==> config.mk <==
export PLATFORM = sky130hd
export DESIGN_NAME = card_rst_seq
export DESIGN_NICKNAME = d
export VERILOG_FILES = /design/src/rtl/crs_pkg.sv /design/src/rtl/crs_sync.sv /design/src/rtl/crs_timer.sv /design/src/rtl/crs_rise_latch.sv /design/src/rtl/card_rst_seq.sv
export SDC_FILE = /design/constraint.sdc
export NUM_CORES = 1
export LEC_CHECK = 0
export ABC_AREA = 1
export BUFFER_PORTS_ARGS = -buffer_cell sky130_fd_sc_hd__clkbuf_2
export CORE_ASPECT_RATIO = 0.6
export CORE_MARGIN = 2
export CORE_UTILIZATION = 60
export DETAILED_ROUTE_END_ITERATION = 12
export PLACE_DENSITY = 0.87
export RECOVER_POWER = 100
export SYNTH_ARGS = -nofsm -noshare
export SYNTH_HDL_FRONTEND = slang
export SYNTH_SLANG_ARGS = --single-unit
==> constraint.sdc <==
create_clock -name clk -period 3.2 [get_ports clk]
set_input_delay 0.16 -clock clk [delete_from_list [all_inputs] [get_ports clk]]
set_output_delay 0.16 -clock clk [all_outputs]
set_load 0.02 [all_outputs]
==> src/rtl/crs_pkg.sv <==
package crs_pkg;

    typedef enum logic [1:0] {
        ST_HOLD_MIN  = 2'd0,
        ST_AWAIT_CLK = 2'd1,
        ST_COUNT_DLY = 2'd2,
        ST_RELEASED  = 2'd3
    } crs_state_e;

endpackage

==> src/rtl/crs_sync.sv <==
module crs_sync #(
    parameter int           W       = 1,
    parameter int           STAGES  = 2,
    parameter logic [W-1:0] RST_VAL = '0
) (
    input  logic         clk,
    input  logic         rst_n,
    input  logic [W-1:0] d,
    output logic [W-1:0] q
);

    logic [W-1:0] stg [STAGES];

    for (genvar g = 0; g < STAGES; g++) begin : g_stage
        if (g == 0) begin : g_first
            always_ff @(posedge clk or negedge rst_n) begin
                if (!rst_n) stg[g] <= RST_VAL;
                else        stg[g] <= d;
            end
        end else begin : g_next
            always_ff @(posedge clk or negedge rst_n) begin
                if (!rst_n) stg[g] <= RST_VAL;
                else        stg[g] <= stg[g-1];
            end
        end
    end

    assign q = stg[STAGES-1];

endmodule

==> src/rtl/crs_timer.sv <==
module crs_timer #(
    parameter int           W       = 8,
    parameter logic [W-1:0] RST_VAL = '0
) (
    input  logic         clk,
    input  logic         rst_n,
    input  logic         load,
    input  logic [W-1:0] load_val,
    output logic         done
);

    logic [W-1:0] cnt_q;

    assign done = (cnt_q == '0);

    always_ff @(posedge clk or negedge rst_n) begin
        if (!rst_n)     cnt_q <= RST_VAL;
        else if (load)  cnt_q <= load_val;
        else if (!done) cnt_q <= cnt_q - 1'b1;
    end

endmodule

==> src/rtl/crs_rise_latch.sv <==
module crs_rise_latch (
    input  logic clk,
    input  logic rst_n,
    input  logic level,
    input  logic clear,
    output logic seen
);

    logic prev_q;
    logic seen_q;
    logic rise;

    assign rise = level & ~prev_q;
    assign seen = seen_q;

    always_ff @(posedge clk or negedge rst_n) begin
        if (!rst_n) prev_q <= 1'b0;
        else        prev_q <= level;
    end

    always_ff @(posedge clk or negedge rst_n) begin
        if (!rst_n)                seen_q <= 1'b0;
        else if (clear || !level)  seen_q <= 1'b0;
        else if (rise)             seen_q <= 1'b1;
    end

endmodule

==> src/rtl/card_rst_seq.sv <==
module card_rst_seq #(
    parameter int NUM_RAILS     = 3,
    parameter int TIMER_CLK_KHZ = 200000,
    parameter int REL_DELAY_US  = 2000,
    parameter int MIN_ASSERT_US = 150,
    parameter int SYNC_STAGES   = 2
) (
    input  logic                 clk,
    input  logic                 rst_n,
    input  logic [NUM_RAILS-1:0] rail_ok,
    input  logic                 slot_on,
    input  logic                 host_rst_n,
    input  logic                 refclk_pin,
    output logic                 card_rst_n,
    output logic                 refclk_pd
);
    import crs_pkg::*;

    localparam int REL_CNT = (TIMER_CLK_KHZ * REL_DELAY_US) / 1000;
    localparam int MIN_CNT = (TIMER_CLK_KHZ * MIN_ASSERT_US) / 1000;
    localparam int MAX_CNT = (REL_CNT > MIN_CNT) ? REL_CNT : MIN_CNT;
    localparam int CNT_W   = $clog2(MAX_CNT + 1);
    localparam logic [CNT_W-1:0] REL_V = CNT_W'(REL_CNT);
    localparam logic [CNT_W-1:0] MIN_V = CNT_W'(MIN_CNT);

    crs_state_e state_q, state_d;

    logic             host_rst_s;
    logic             refclk_s;
    logic             pwr_good;
    logic             fault;
    logic             rise_seen;
    logic             tmr_load;
    logic [CNT_W-1:0] tmr_val;
    logic             tmr_done;
    logic             card_rst_q;
    logic             pd_q;

    crs_sync #(.W(1), .STAGES(SYNC_STAGES), .RST_VAL(1'b1)) u_host_sync (
        .clk   (clk),
        .rst_n (rst_n),
        .d     (host_rst_n),
        .q     (host_rst_s)
    );

    crs_sync #(.W(1), .STAGES(SYNC_STAGES), .RST_VAL(1'b0)) u_clk_sync (
        .clk   (clk),
        .rst_n (rst_n),
        .d     (refclk_pin),
        .q     (refclk_s)
    );

    assign pwr_good = slot_on & (&rail_ok);
    assign fault    = ~pwr_good | ~host_rst_s;

    crs_rise_latch u_rise (
        .clk   (clk),
        .rst_n (rst_n),
        .level (refclk_s),
        .clear (~pwr_good),
        .seen  (rise_seen)
    );

    crs_timer #(.W(CNT_W), .RST_VAL(MIN_V)) u_timer (
        .clk      (clk),
        .rst_n    (rst_n),
        .load     (tmr_load),
        .load_val (tmr_val),
        .done     (tmr_done)
    );

    // next-state logic and timer control
    always_comb begin
        state_d  = state_q;
        tmr_load = 1'b0;
        tmr_val  = MIN_V;
        unique case (state_q)
            ST_HOLD_MIN: begin
                if (tmr_done) state_d = ST_AWAIT_CLK;
            end
            ST_AWAIT_CLK: begin
                if (!fault && rise_seen) begin
                    state_d  = ST_COUNT_DLY;
                    tmr_load = 1'b1;
                    tmr_val  = REL_V;
                end
            end
            ST_COUNT_DLY: begin
                if (fault || !refclk_s) begin
                    state_d  = ST_HOLD_MIN;
                    tmr_load = 1'b1;
                    tmr_val  = MIN_V;
                end else if (tmr_done) begin
                    state_d = ST_RELEASED;
                end
            end
            ST_RELEASED: begin
                if (fault || !refclk_s) begin
                    state_d  = ST_HOLD_MIN;
                    tmr_load = 1'b1;
                    tmr_val  = MIN_V;
                end
            end
        endcase
    end

    // state register
    always_ff @(posedge clk or negedge rst_n) begin
        if (!rst_n) state_q <= ST_HOLD_MIN;
        else        state_q <= state_d;
    end

    // registered outputs
    always_ff @(posedge clk or negedge rst_n) begin
        if (!rst_n) begin
            card_rst_q <= 1'b0;
            pd_q       <= 1'b1;
        end else begin
            card_rst_q <= (state_d == ST_RELEASED);
            pd_q       <= ~pwr_good;
        end
    end

    assign card_rst_n = card_rst_q;
    assign refclk_pd  = pd_q;

endmodule

**Yosys cells after proc, flatten, opt, wreduce, memory -nomap -nowiden**

Cells that the tools add are included.

- Add/sub/neg operators: 1
- Eq/ne operators: 5
- Multiplexer cells: 15
- Bitwise gates (word level): 6
- Reductions and logical operators: 10

Operator list:

| kind | number |
|---|---|
| 2-to-1 mux 19 bit | 4 |
| logical NOT 19 bit | 1 |
| subtractor 19 x 1 -> 19 bit (second input constant) | 1 |
| 2-to-1 mux 2 bit | 5 |
| one-hot mux 2 bit (4 select lines) | 1 |
| == test 2 bit (second input constant) | 3 |
| 2-to-1 mux 1 bit | 4 |
| inverter 1 bit | 3 |
| AND reduction 3 bit | 1 |
| AND 1 bit | 2 |
| == test 2 x 1 -> 1 bit (second input constant) | 1 |
| logical NOT 1 bit | 2 |
| logical NOT 2 bit | 1 |
| logical OR 1 bit | 2 |
| inequality test 2 bit (second input constant) | 1 |
| one-hot mux 1 bit (2 select lines) | 1 |
| nonzero test 2 bit | 1 |
| OR reduction 2 bit | 1 |
| logical AND 1 bit | 1 |
| OR 1 bit | 1 |

- Register bits after elaboration: 29
- Input bits: 8
- Output and inout bits: 2
- Logic and storage cells: 47

**Logic depth before layout (Yosys ltp)**

Gate-level depths: netlist of the first run.

- Depth in word-level cells: 9
- Mapped depth: 9
- Mapped depth without buffers: 9

**Cells and area by module**

From an unflattened synthesis of the first run, not the netlist that was laid out.

- Cell total of the unflattened synthesis: 241
- Area total of the unflattened synthesis: 1707.9 um^2

By module, submodules not included:

| module | instances | cells each | area each (um^2) | sequential area each (um^2) |
|---|---|---|---|---|
| crs_timer | 1 | 203 | 1311.3 | 484.2 |
| card_rst_seq | 1 | 27 | 225.2 | 101.3 |
| crs_rise_latch | 1 | 7 | 68.8 | 50.0 |
| crs_sync at u_host_sync | 1 | 2 | 52.6 | 52.6 |
| crs_sync at u_clk_sync | 1 | 2 | 50.0 | 50.0 |

**Worst setup path before layout of the first run**

Ideal clock, no wire load.

- Path kind: register to register
- Start: reg u_timer.cnt_q[0]
- End: reg u_timer.cnt_q[17]
- Library setup time: 116 ps
- Arrival: 1389 ps
- Required time: 3084 ps
- Setup slack: 1695 ps
- Cell stages (with the launch flop): 10
- Path buffers: 0
- Clock period less this slack: 1505 ps
- Path through: dfrtp_1 inv_1 ha_1 nand3_2 nor2_4 nand3_4 inv_2 nand2_1 nand2_1 nor2_1

- Word-level cells in the longest chain between the ends: 3
- Elaborated cells between the ends (all ways): 5
- Classes of those cells: 1 x add/sub; 1 x eq/ne; 2 x mux; 1 x reduce/logical

RTL lines:

| item | line | RTL |
|---|---|---|
| start, declared | crs_timer.sv:12 | `logic [W-1:0] cnt_q;` |
| start signal, assigned | crs_timer.sv:18 | `else if (load) cnt_q <= load_val;` |
| start signal, assigned | crs_timer.sv:19 | `else if (!done) cnt_q <= cnt_q - 1'b1;` |
| subtractor 19 x 1 -> 19 bit | crs_timer.sv:19 |  |
| 2-to-1 mux 19 bit | crs_timer.sv:19 |  |
| 2-to-1 mux 19 bit | crs_timer.sv:18 |  |

Parallel ways exist; a longest one is shown, timed or not. The select of a mux whose other input is x is not followed.
A chain may end at the register's enable or synchronous reset.

**Worst setup path after layout of the first run**

- Start: reg u_timer.cnt_q[0]
- End: reg u_timer.cnt_q[10]

Same word-level chain as after synthesis.

==> impl_results.md, run 1 <==
* DR vias/cell at 5.35
* Synth Area in Adders at 0.00794
* Largest Register: u_timer.cnt_q
* Leading area contributor after synthesis: dfrtp_1
* Fin. max-slew vios at 30
* I/O pin cnt at 10
* DR pass1 iterations at 4
* Die W at 70.2 um
* H-tree levels at 2
* Required @ worst endpoint at 3.42 ns
* Leak at 0.876 nW
* Post-Syn Area at 1580 um2
* Die Footprint at 3070 um2
* Xor/xnor share of the synthesized area at 0.0222
* Global-route wire length before repair at 6.07 mm
* Top flop regs: u_timer.cnt_q (19), state_q (2)
* Setup CP Type: flip-flop to flip-flop
* CP startpoint kind: flip-flop
* M1 GR Usage at 0.377
* Max FFs per register at 19
* Post-synthesis mux area share at 0
* Hold Path Stages at 4
* Antenna diode instance count at 0
* Cell area after layout at 1740 um2
* Final Hold Vio Count at 0
* IO buf count at 9
* Root Buffer Master: clkbuf_8
* Fin util at 0.693
* RSZ-0062 raised after global routing: no
* Gr usage total at 0.273
* Setup Buffers After CTS at 0
* Num CTS Buffers at 5
* Top cells by count, synth: 45 x nand2_1, 33 x nor2_1, 26 x inv_1
* Worst Setup End Kind: flip-flop
* Yosys warns at 0
* Tmin final at 2.18 ns
* Share of cells above drive strength 1 at 0.190
* Setup-failing EPs final at 0
* Fin nets at 224
* Clk sink count at 29
* Antenna Violating Nets Remaining at 0
* Worst-Margin Slew at 1.53 ns
* Vert. Die Dim at 43.7 um
* Grt total ovfl at 0
* DRC viols at 0
* Final period util at 0.681
* Power Density at 771 nW/um2
* EDFF count, synth at 0
* Via count at 1326
* Initial core utilization at 0.629
* Total of max-cap violations at 1
* Deepest clock path buffer count at 2
* Clk slew on worst S/H paths at 0.07 ns
* Post-Synth Simple-Gate Area at 0.355
* Yosys top cell area share at 0.302
* Status: complete, but fails checks
* Initial antenna violation count at 0
* Largest net degree at the start of global routing at 30
* Peak Freq at 459 MHz
* Synthesized instance count at 196
* Area grow syn2layout at 10.2%
* CP arrival at 2.40 ns
* Largest family of logic cells by synthesized area: simple AND/OR/NAND/NOR gates
* Slew headroom at -0.0196
* Core area at 2500 um2
* Clock Latency Late Sink at 0.29 ns
* Routability cong. at 0.956
* Hpwl dp at 2.59 mm
* Mapped Avg Cell Area at 8.04 um2
* Seq cells post-synth at 29
* Post-synth top flop: dfrtp_1
* Final WL at 3.73 mm
* CTS tree: yes
* Synth area leaders: dfrtp_1 30%, dfstp_2 17%, nand2_1 11%
* Cell Rows at 14
* Fraction of registers with async set/reset at 1.00
* GR Layer Usage met2 at 0.415
* Clk_skew at 0.00318 ns
* Met3 GRT Util at 0.0651
* Dpl cells at 237
* Wire length per cell at 15.0 um
* R2R cell count at 9
* Setup TNS at 0 ns
* Mapped Nets at 205
* Final std cells w/o fill at 248
* Placed cell areas at 1660 um2
* R2R Setup Slk at 1.02 ns
* Count leader, synth: nand2_1
* Number of global-route vias before repair at 1263
* Gr busiest metal: met2
* Hold crit path type: input port to flip-flop
* Initial drt markers at 142
* Critical Path Fanout Max at 8
* Worst VDD drop at 0.000568 V
* Sequential-to-total area share from yosys stat at 0.468
* Unique masters post-synth at 28
* Violated checks: capacitance limit, slew limit
* Compound-Gate Fraction of Synth Area at 0.0754
worst paths after layout:
check	from	to
worst max register to register	u_timer.cnt_q[0]	u_timer.cnt_q[10]
worst max-delay path	u_timer.cnt_q[0]	u_timer.cnt_q[10]
max in group asynchronous	rst_n	u_rise.prev_q
min in group asynchronous	rst_n	u_timer.cnt_q[0]
worst min register to register	u_clk_sync.stg[1]	u_clk_sync.q
worst min-delay path	rail_ok[0]	refclk_pd
where the power goes:
group	switching [mW]	internal, mW	leakage, nW	total (mW)
Combinational	0.234	0.154	0.486	0.388
Clock	0.149	0.194	0.0542	0.343
Sequential	0.116	0.491	0.336	0.607
what timing repair did:
action / CTS / global route
hold buffers: 3 / 0
hold endpoints to repair: 21 / 0
resized for setup: 0 / 0
through the flow:
stage | power [mW] | hold WS [ns] | worst slack, ns
final | 1.34 | 0.178 | 1.02
after floorplan | 0.888 | -0.136 | 1.69
after global placement | 0.972 | 0.221 | 1.61
after CTS | 1.34 | 0.177 | 1.49
after detailed placement | 0.989 | 0.237 | 1.53
after global routing | 1.41 | 0.205 | 0.816
area by class of cell:
class	instances	area (um2)
well taps	32	40.0
clock buffers	7	96.3
repair buffers	12	71.3
flip-flops and latches	29	738
clock inverters	1	5.00
multi-input cells	137	673
fillers	207	768
inverters	30	113
metal layers:
| layer | share of wire | vias up |
|---|---|---|
| met5 | 0 | - |
| met4 | 0.017 | 0 |
| met3 | 0.074 | 14 |
| met2 | 0.44 | 51 |
| met1 | 0.47 | 615 |
| li1 | - | 646 |
cell families (layout without fill, tap and decap cells):
| logic type | Yosys count | after routing |
|---|---|---|
| flip-flops | 29 | 29 |
| buffers and inverters | 30 | 50 |
| AO/OA/AOI/OAI | 19 | 19 |
| AND/OR/NAND/NOR | 113 | 113 |
| XOR/XNOR | 4 | 4 |
| adder cells (fa/ha/maj) | 1 | 1 |
placed cells by master, fill, tap and decap left out, types with 3 or more instances in the layout:
cell type | Yosys | routed
nand3_1 | 8 | 10
a21oi_1 | 9 | 10
nand4_1 | 5 | 5
clkbuf_2 | 0 | 6
dlygate4sd3_1 | 0 | 3
inv_1 | 26 | 28
clkbuf_1 | 0 | 3
nand2_2 | 4 | 3
clkbuf_8 | 0 | 7
o21ai_0 | 3 | 4
dfstp_2 | 10 | 10
nor2_2 | 5 | 4
dfrtp_1 | 19 | 19
nor2_1 | 33 | 36
nand2_1 | 45 | 47
critical path: stages (launching register included):
cell and delay (ns):
dfrtp_1 0.40, inv_1 0.09, ha_1 0.21, nand3_1 0.19, nor2_1 0.30, nand3_1 0.41
inv_1 0.23, nand2_1 0.09, nand2_1 0.13, nor2_1 0.06
No activity file was read; power rests on OpenSTA's default activity.
==> run 2, diff against run 1 <==
- CORE_UTILIZATION: 60 -> 59
- PLACE_DENSITY: 0.87 -> 0.86
- clock period: 3.2 -> 2.2 ns (I/O delays scaled with it)
==> run 2 against run 1 <==
Compared with the run above:
- the run still ends with capacitance limit, slew limit left
- routed wire length shrank 8.4%
- combinational power up 46%
- via count is 2.0% lower
- worst setup slack lost 0.65 ns
- critical path depth down 1
- final cell count did not move
- critical path type unchanged
- largest cell class unchanged
==> impl_results.md, run 2 (same netlist as run 1, synthesis figures left out) <==
* Status: complete, but fails checks
* Violated checks: capacitance limit, slew limit
* Cell Rows at 14 (unchanged)
* Core area at 2520 um2 (+0.70%)
* Final period util at 0.833 (+0.152)
* Dpl cells at 237 (unchanged)
* Commonest cells after routing, fill and taps aside: 47 x nand2_1, 35 x nor2_1, 27 x inv_1
* Final std cells w/o fill at 248 (unchanged)
* Final Hold Vio Count at 0 (unchanged)
* FF+latch area at 738 um2 (unchanged)
* Area grow syn2layout at 11.3%
* Cts-stage hold buffer count at 3 (unchanged)
* Largest net degree at the start of global routing at 30 (unchanged)
* Final WL at 3.41 mm (-8.4%)
* Setup TNS at 0 ns (unchanged)
* DRC viols at 0 (unchanged)
* Num CTS Buffers at 5 (unchanged)
* Die W at 70.7 um (+0.80%)
* Worst hold slack at 0.122 ns (-0.0560 ns)
* Hold Path Sink: refclk_pd
* RSZ-0062 raised after global routing: no
* DR pass1 iterations at 4 (unchanged)
* Gr usage total at 0.251 (-0.0225)
* Clk slew on worst S/H paths at 0.06 ns (about the same)
* Tmin final at 1.83 ns (-0.347 ns)
* Multi-input logic area at 702 um2 (+4.3%)
* Max FFs per register at 19 (unchanged)
* Commonest non-fill, non-tap cell in the layout: nand2_1
* Crit Reg-Reg Startpoint: u_timer.cnt_q[0]
* Filler Cell Count at 217 (+4.8%)
* Clk sink count at 29 (unchanged)
* IO buf count at 9 (unchanged)
* Hpwl dp at 2.62 mm (+1.5%)
* Deepest clock path buffer count at 2 (unchanged)
* I/O pin cnt at 10 (unchanged)
* Initial core utilization at 0.625 (-0.00437)
* Initial antenna violation count at 0 (unchanged)
* Share of cells above drive strength 1 at 0.199 (+0.00926)
* R2R cell count at 8 (-1)
* Fin nets at 224 (unchanged)
* Hold Crit Start: rail_ok[2]
* Vert. Die Dim at 44.0 um (+0.77%)
* Peak Freq at 546 MHz (+19%)
* Antenna Violating Nets Remaining at 0 (unchanged)
* Worst-Margin Slew at 1.51 ns (-0.0211 ns)
* Setup Buffers After CTS at 0 (unchanged)
* Required @ worst endpoint at 2.43 ns (-0.99 ns)
* Hold crit path type: input port to flip-flop
* Grt total ovfl at 0 (unchanged)
* Setup CP Type: flip-flop to flip-flop
* Root Buffer Master: clkbuf_8
* Number of global-route vias before repair at 1279 (+1.3%)
* R2R Setup Slk at 0.37 ns (-0.65 ns)
* Top flop regs: u_timer.cnt_q (19), state_q (2)
* Tot Pwr at 1.91 mW (+42%)
* CP arrival at 2.06 ns (-0.34 ns)
* Initial drt markers at 113 (-20%)
* Hold Path Stages at 4 (unchanged)
* Routability cong. at 0.935 (-2.2%)
* CP startpoint kind: flip-flop
* H-tree levels at 2 (unchanged)
* DR vias/cell at 5.24 (-2.0%)
* Antenna diode instance count at 0 (unchanged)
* Total of max-cap violations at 1 (unchanged)
* Power Density at 1090 nW/um2 (+41%)
* Fin. max-slew vios at 30 (unchanged)
* Clock Latency Late Sink at 0.29 ns (about the same)
* Clk_skew at 0.00708 ns (+0.00390 ns)
* Worst VDD drop at 0.000671 V (+18%)
* CTS tree: yes
* Leak at 0.870 nW (-0.71%)
* Slew headroom at -0.00550 (+0.0141)
* Setup-failing EPs final at 0 (unchanged)
* Reg2reg end: card_rst_n
* Wire length per cell at 13.8 um (-8.4%)
* Critical Path Fanout Max at 8 (unchanged)
* Gates resized, CTS repair at 0 (unchanged)
* Via count at 1299 (-2.0%)
* Largest Register: u_timer.cnt_q
* Worst Setup End Kind: flip-flop
* Global-route wire length before repair at 5.76 mm (-5.1%)
* Die Footprint at 3120 um2 (+1.6%)
-- run 2: changes by cell type in the layout (fill, tap and decap cells not counted), sizes merged --
| cell | previous run | this run |
|---|---|---|
| clkbuf | 16 | 17 |
| clkinv | 1 | 0 |
-- run 2: worst max-delay path by stage --
stage	startpoint	to	slack (ns)	depth (start not counted)
after floorplan	u_timer.cnt_q[0]	u_timer.cnt_q[17]	0.69	9
after global routing	u_timer.cnt_q[0]	card_rst_n	0.21	8
after global placement	u_timer.cnt_q[0]	u_timer.cnt_q[4]	0.62	9
after detailed placement	u_timer.cnt_q[0]	u_timer.cnt_q[4]	0.49	9
final	u_timer.cnt_q[0]	card_rst_n	0.37	8
after CTS	u_timer.cnt_q[0]	u_timer.cnt_q[4]	0.47	9
-- run 2: report_power, final --
group | leakage, nW | switching [mW] | internal (mW) | total [mW]
sequential | 0.336 | 0.169 | 0.715 | 0.884
combinational | 0.489 | 0.342 | 0.225 | 0.567
clock | 0.0455 | 0.200 | 0.254 | 0.455
total | 0.870 | 0.711 | 1.19 | 1.91
-- run 2: through the flow --
| stage | setup slack, ns | instance area (um2) | util |
|---|---|---|---|
| floorplan | 0.695 | 1580 | - |
| global placement | 0.617 | 1660 | 0.659 |
| detailed placement | 0.486 | 1660 | 0.659 |
| CTS | 0.471 | 1780 | 0.706 |
| global route | 0.215 | 1750 | 0.695 |
| finish | 0.367 | 1750 | 0.695 |
-- run 2: worst max-delay path, cell delays in order (launching register included) --
cell	delay, ns
dfrtp_1	0.41
inv_1	0.10
ha_1	0.20
nand3_1	0.24
nor2_4	0.24
nand3_4	0.17
a21oi_1	0.27
nand2_1	0.08
inv_1	0.05
-- run 2: area by class of cell --
class | instances | share of cell area
tap | 32 | 0.0228
timing repair buffer | 12 | 0.0407
sequential | 29 | 0.421
clock buffer | 8 | 0.0514
inverter | 30 | 0.0642
multi-input combinational | 137 | 0.400
-- run 2: per-layer routing --
metal / global-route usage / wire (um) / up-vias
met5: 0 / 0 / -
met4: 0.106 / 32 / 0
met3: 0.0615 / 255 / 4
met2: 0.389 / 1510 / 35
met1: 0.345 / 1620 / 614
li1: - / - / 646
==> run 3, diff against run 2 <==
- ABC_AREA: 1 -> 0
- CORE_UTILIZATION: 59 -> 57
- PLACE_DENSITY: 0.86 -> 0.84
- clock period: 2.2 -> 1.8 ns (I/O delays scaled with it)
==> run 3 against run 2 <==
Compared with the run above:
- the run ends with setup timing left
- via count shrank 11%
- synthesized cell count is 35% lower
- sequential power up 6.0%
- maximum frequency hardly changed
==> impl_results.md, run 3 <==
* Status: complete, but fails checks
* Violated checks: setup timing
* Compound-Gate Fraction of Synth Area at 0.0979 (+0.0225)
* Worst VDD drop at 0.000772 V (+15%)
* Final WL at 3.57 mm (+4.7%)
* R2R Setup Slk at -0.03 ns (-0.40 ns)
* Wire length per cell at 18.2 um (+33%)
* Sequential-to-total area share from yosys stat at 0.550 (+0.0816)
* Max FFs per register at 19 (unchanged)
* DRC viols at 0 (unchanged)
* Mapped Avg Cell Area at 10.5 um2 (+30%)
* Initial antenna violation count at 0 (unchanged)
* Clk_skew at 0.00525 ns (-0.00183 ns)
* Final Hold Vio Count at 0 (unchanged)
* Post-Syn Area at 1340 um2 (-15%)
* Root Buffer Master: clkbuf_8
* Synth Area in Adders at 0.00932 (+0.00138)
* Global-route wire length before repair at 5.23 mm (-9.2%)
* Cell Rows at 13 (-1)
* Critical Path Fanout Max at 5 (-3)
* Power share of the clock group at 0.258 (+0.019)
* Initial core utilization at 0.611 (-0.0136)
* Post-synthesis mux area share at 0 (unchanged)
* Worst Setup End Kind: flip-flop
* RSZ-0062 raised after global routing: yes
* Setup CP Type: flip-flop to flip-flop
* Clk sink count at 29 (unchanged)
* Met1 wire length at 1.54 mm (-5.0%)
* EDFF count, synth at 0 (unchanged)
* Vert. Die Dim at 41.6 um (-5.6%)
* Synthesized instance count at 128 (-35%)
* Core area at 2200 um2 (-13%)
* Cell area after layout at 1770 um2 (+1.0%)
* Commonest cells after routing, fill and taps aside: 18 x dfrtp_1, 18 x buf_4, 13 x nand2_1
* H-tree levels at 2 (unchanged)
* CTS tree: yes
* Deepest clock path buffer count at 2 (unchanged)
* Filler Cell Count at 134 (-38%)
* Routability cong. at 0.913 (-2.4%)
* Synth area leaders: dfrtp_1 35%, dfstp_2 20%, xnor2_1 5.2%
* Hold crit path type: input port to flip-flop
* Number of global-route vias before repair at 1066 (-17%)
* Worst path max stage delay at 0.54 ns (+0.13 ns)
* WL met3 at 313 um (+23%)
* Final worst slack at -0.0338 ns (-0.401 ns)
* Hold Crit Start: rail_ok[1]
* DR pass1 iterations at 4 (unchanged)
* Fraction of registers with async set/reset at 1.00 (unchanged)
* Power Density at 1100 nW/um2 (+1.1%)
* Via count at 1160 (-11%)
* DR vias/cell at 5.92 (+13%)
* Slowest CP cell: or4_4
* Critical path launch point: u_timer.cnt_q[15]
* Seq cells post-synth at 29 (unchanged)
* Top flop regs: u_timer.cnt_q (19), state_q (2)
* CP most frequent cell: buf_6
* Top cells by count, synth: 19 x dfrtp_1, 14 x nand2_1, 14 x nor2_1
* I/O pin cnt at 10 (unchanged)
* Mapped Nets at 137 (-33%)
* Num CTS Buffers at 5 (unchanged)
* Die W at 66.7 um (-5.8%)
* Required @ worst endpoint at 1.99 ns (-0.44 ns)
* Hold Path Stages at 3 (-1)
* CP arrival at 2.03 ns (-0.03 ns)
* Die Footprint at 2770 um2 (-11%)
* Highest Signal Layer: met4
* Crit Reg-Reg Startpoint: u_timer.cnt_q[15]
* CP cell instances: or4_4 -> nor4_4 -> buf_6 -> buf_6 -> nor3_1 -> xnor2_1 -> nand3_1
* Peak Freq at 545 MHz (about the same)
* R2R cell count at 7 (-1)
* IO buf count at 9 (unchanged)
* CP startpoint kind: flip-flop
* Net Sw Frac at 0.326 (-0.0471)
* Antenna diode instance count at 0 (unchanged)
* Xor/xnor share of the synthesized area at 0.0783 (+0.0561)
* Sequential Power Share at 0.482 (+0.018)
* Tot Pwr at 1.94 mW (+2.1%)
* Pint at 1.31 mW (+9.7%)
* Largest Register: u_timer.cnt_q
* Worst-Margin Slew at 0.694 ns (-0.814 ns)
* Fin. max-slew vios at 0 (-100%)
* Setup TNS at -0.0973 ns (-0.0973 ns)
* Largest family of logic cells by synthesized area: simple AND/OR/NAND/NOR gates
* Setup-failing EPs final at 6 (+6)
* Gr usage total at 0.264 (+0.0139)
* Total of max-cap violations at 0 (-1)
* Hpwl dp at 2.39 mm (-8.8%)
* Hold Path Sink: refclk_pd
* Slew headroom at 0.537 (+0.543)
* Clk slew on worst S/H paths at 0.06 ns (about the same)
* Leak at 0.763 nW (-12%)
* Area grow syn2layout at 32.0%
* Reg2reg end: u_timer.cnt_q[12]
* Yosys top cell area share at 0.354 (+0.0526)
* Final period util at 1.02 (+0.186)
* Tmin final at 1.83 ns (+0.00123 ns)
* Antenna Violating Nets Remaining at 0 (unchanged)
* Leading area contributor after synthesis: dfrtp_1
* Clock Latency Late Sink at 0.28 ns (about the same)
* Grt total ovfl at 0 (unchanged)
* Comb power frac at 0.260 (-0.037)
* Share of cells above drive strength 1 at 0.392 (+0.192)
* Placed cell areas at 1530 um2 (-7.8%)
* Post-synth top flop: dfrtp_1
* Largest net degree at the start of global routing at 30 (unchanged)
* Count leader, synth: dfrtp_1
* Initial drt markers at 111 (-1.8%)
* Yosys warns at 0 (unchanged)
* WL met2 at 1.67 mm (+11%)
* Sw Pwr at 0.634 mW (-11%)
* Unique masters post-synth at 33 (+18%)
* Fin nets at 174 (-22%)
* Post-Synth Simple-Gate Area at 0.248 (-0.107)
[run 3: cell types whose count changed after synthesis, moves of 3 or more]
cell	change
xnor2_1	+6
nor2_1	-19
a21oi_1	-3
nor3_1	+4
nor2_2	-5
nand4_1	-3
nand3_1	-3
nand2_1	-31
inv_2	-4
o211ai_1	+3
nor2_4	-4
inv_1	-22
nand2_2	-3
[run 3: logic make-up after synthesis]
kind of cell | after synthesis
compound gates | 21
buf+inv | 6
xor+xnor | 12
fa+ha+maj | 1
simple gates | 59
flops | 29
[run 3: timing repair]
item | 4_1_cts | 5_1_grt
hold buffers | 3 | 0
endpoints found under the setup margin | 12 | 18
pin swaps | 7 | 9
gates resized for setup | 4 | 16
setup buffers | 2 | 3
endpoints found under the hold margin | 21 | 0
[run 3: per-layer routing]
layer,up-vias,track usage
li1,522,-
met1,577,0.382
met2,55,0.390
met3,6,0.0867
met4,0,0.0612
met5,-,0
[run 3: final cells by class]
type	instances	area [um2]	share of cell area
clock buffer	6	72.6	0.0410
inverter	4	15.0	0.00847
timing repair buffer	32	230	0.130
sequential	29	739	0.417
tap	30	37.5	0.0212
clock inverter	2	10.0	0.00565
multi-input combinational	93	667	0.376
[run 3: worst max-delay path by stage]
stage,cells after the start,to,slack [ns]
after global placement,6,u_timer.cnt_q[3],-0.03
after floorplan,5,u_timer.cnt_q[3],0.007
after detailed placement,6,u_timer.cnt_q[3],-0.13
final,7,u_timer.cnt_q[12],-0.03
after CTS,6,u_timer.cnt_q[15],-0.04
after global routing,6,u_timer.cnt_q[12],-0.18
[run 3: critical path, delay by kind of cell, from the launching register on]
kind          cells  cell delay, ns
xor+xnor          1            0.16
flops             1            0.39
simple gates      4            0.93
buf+inv           2            0.27
[run 3: through the flow]
step	setup slack, ns	std cells	hold slack (ns)	utilization
floorplan	0.00655	128	-0.206	-
global placement	-0.0329	180	0.139	0.698
detailed placement	-0.133	180	0.162	0.698
CTS	-0.0404	193	0.145	0.763
global route	-0.180	196	0.171	0.807
finish	-0.0338	196	0.151	0.807
[run 3: power groups by stage]
stage	Clock, mW	Combinational, mW	Sequential, mW
after floorplan	0	0.267	0.899
after global placement	0	0.412	0.912
after detailed placement	0	0.437	0.923
after CTS	0.509	0.458	0.918
after global routing	0.551	0.554	0.941
final	0.502	0.506	0.937
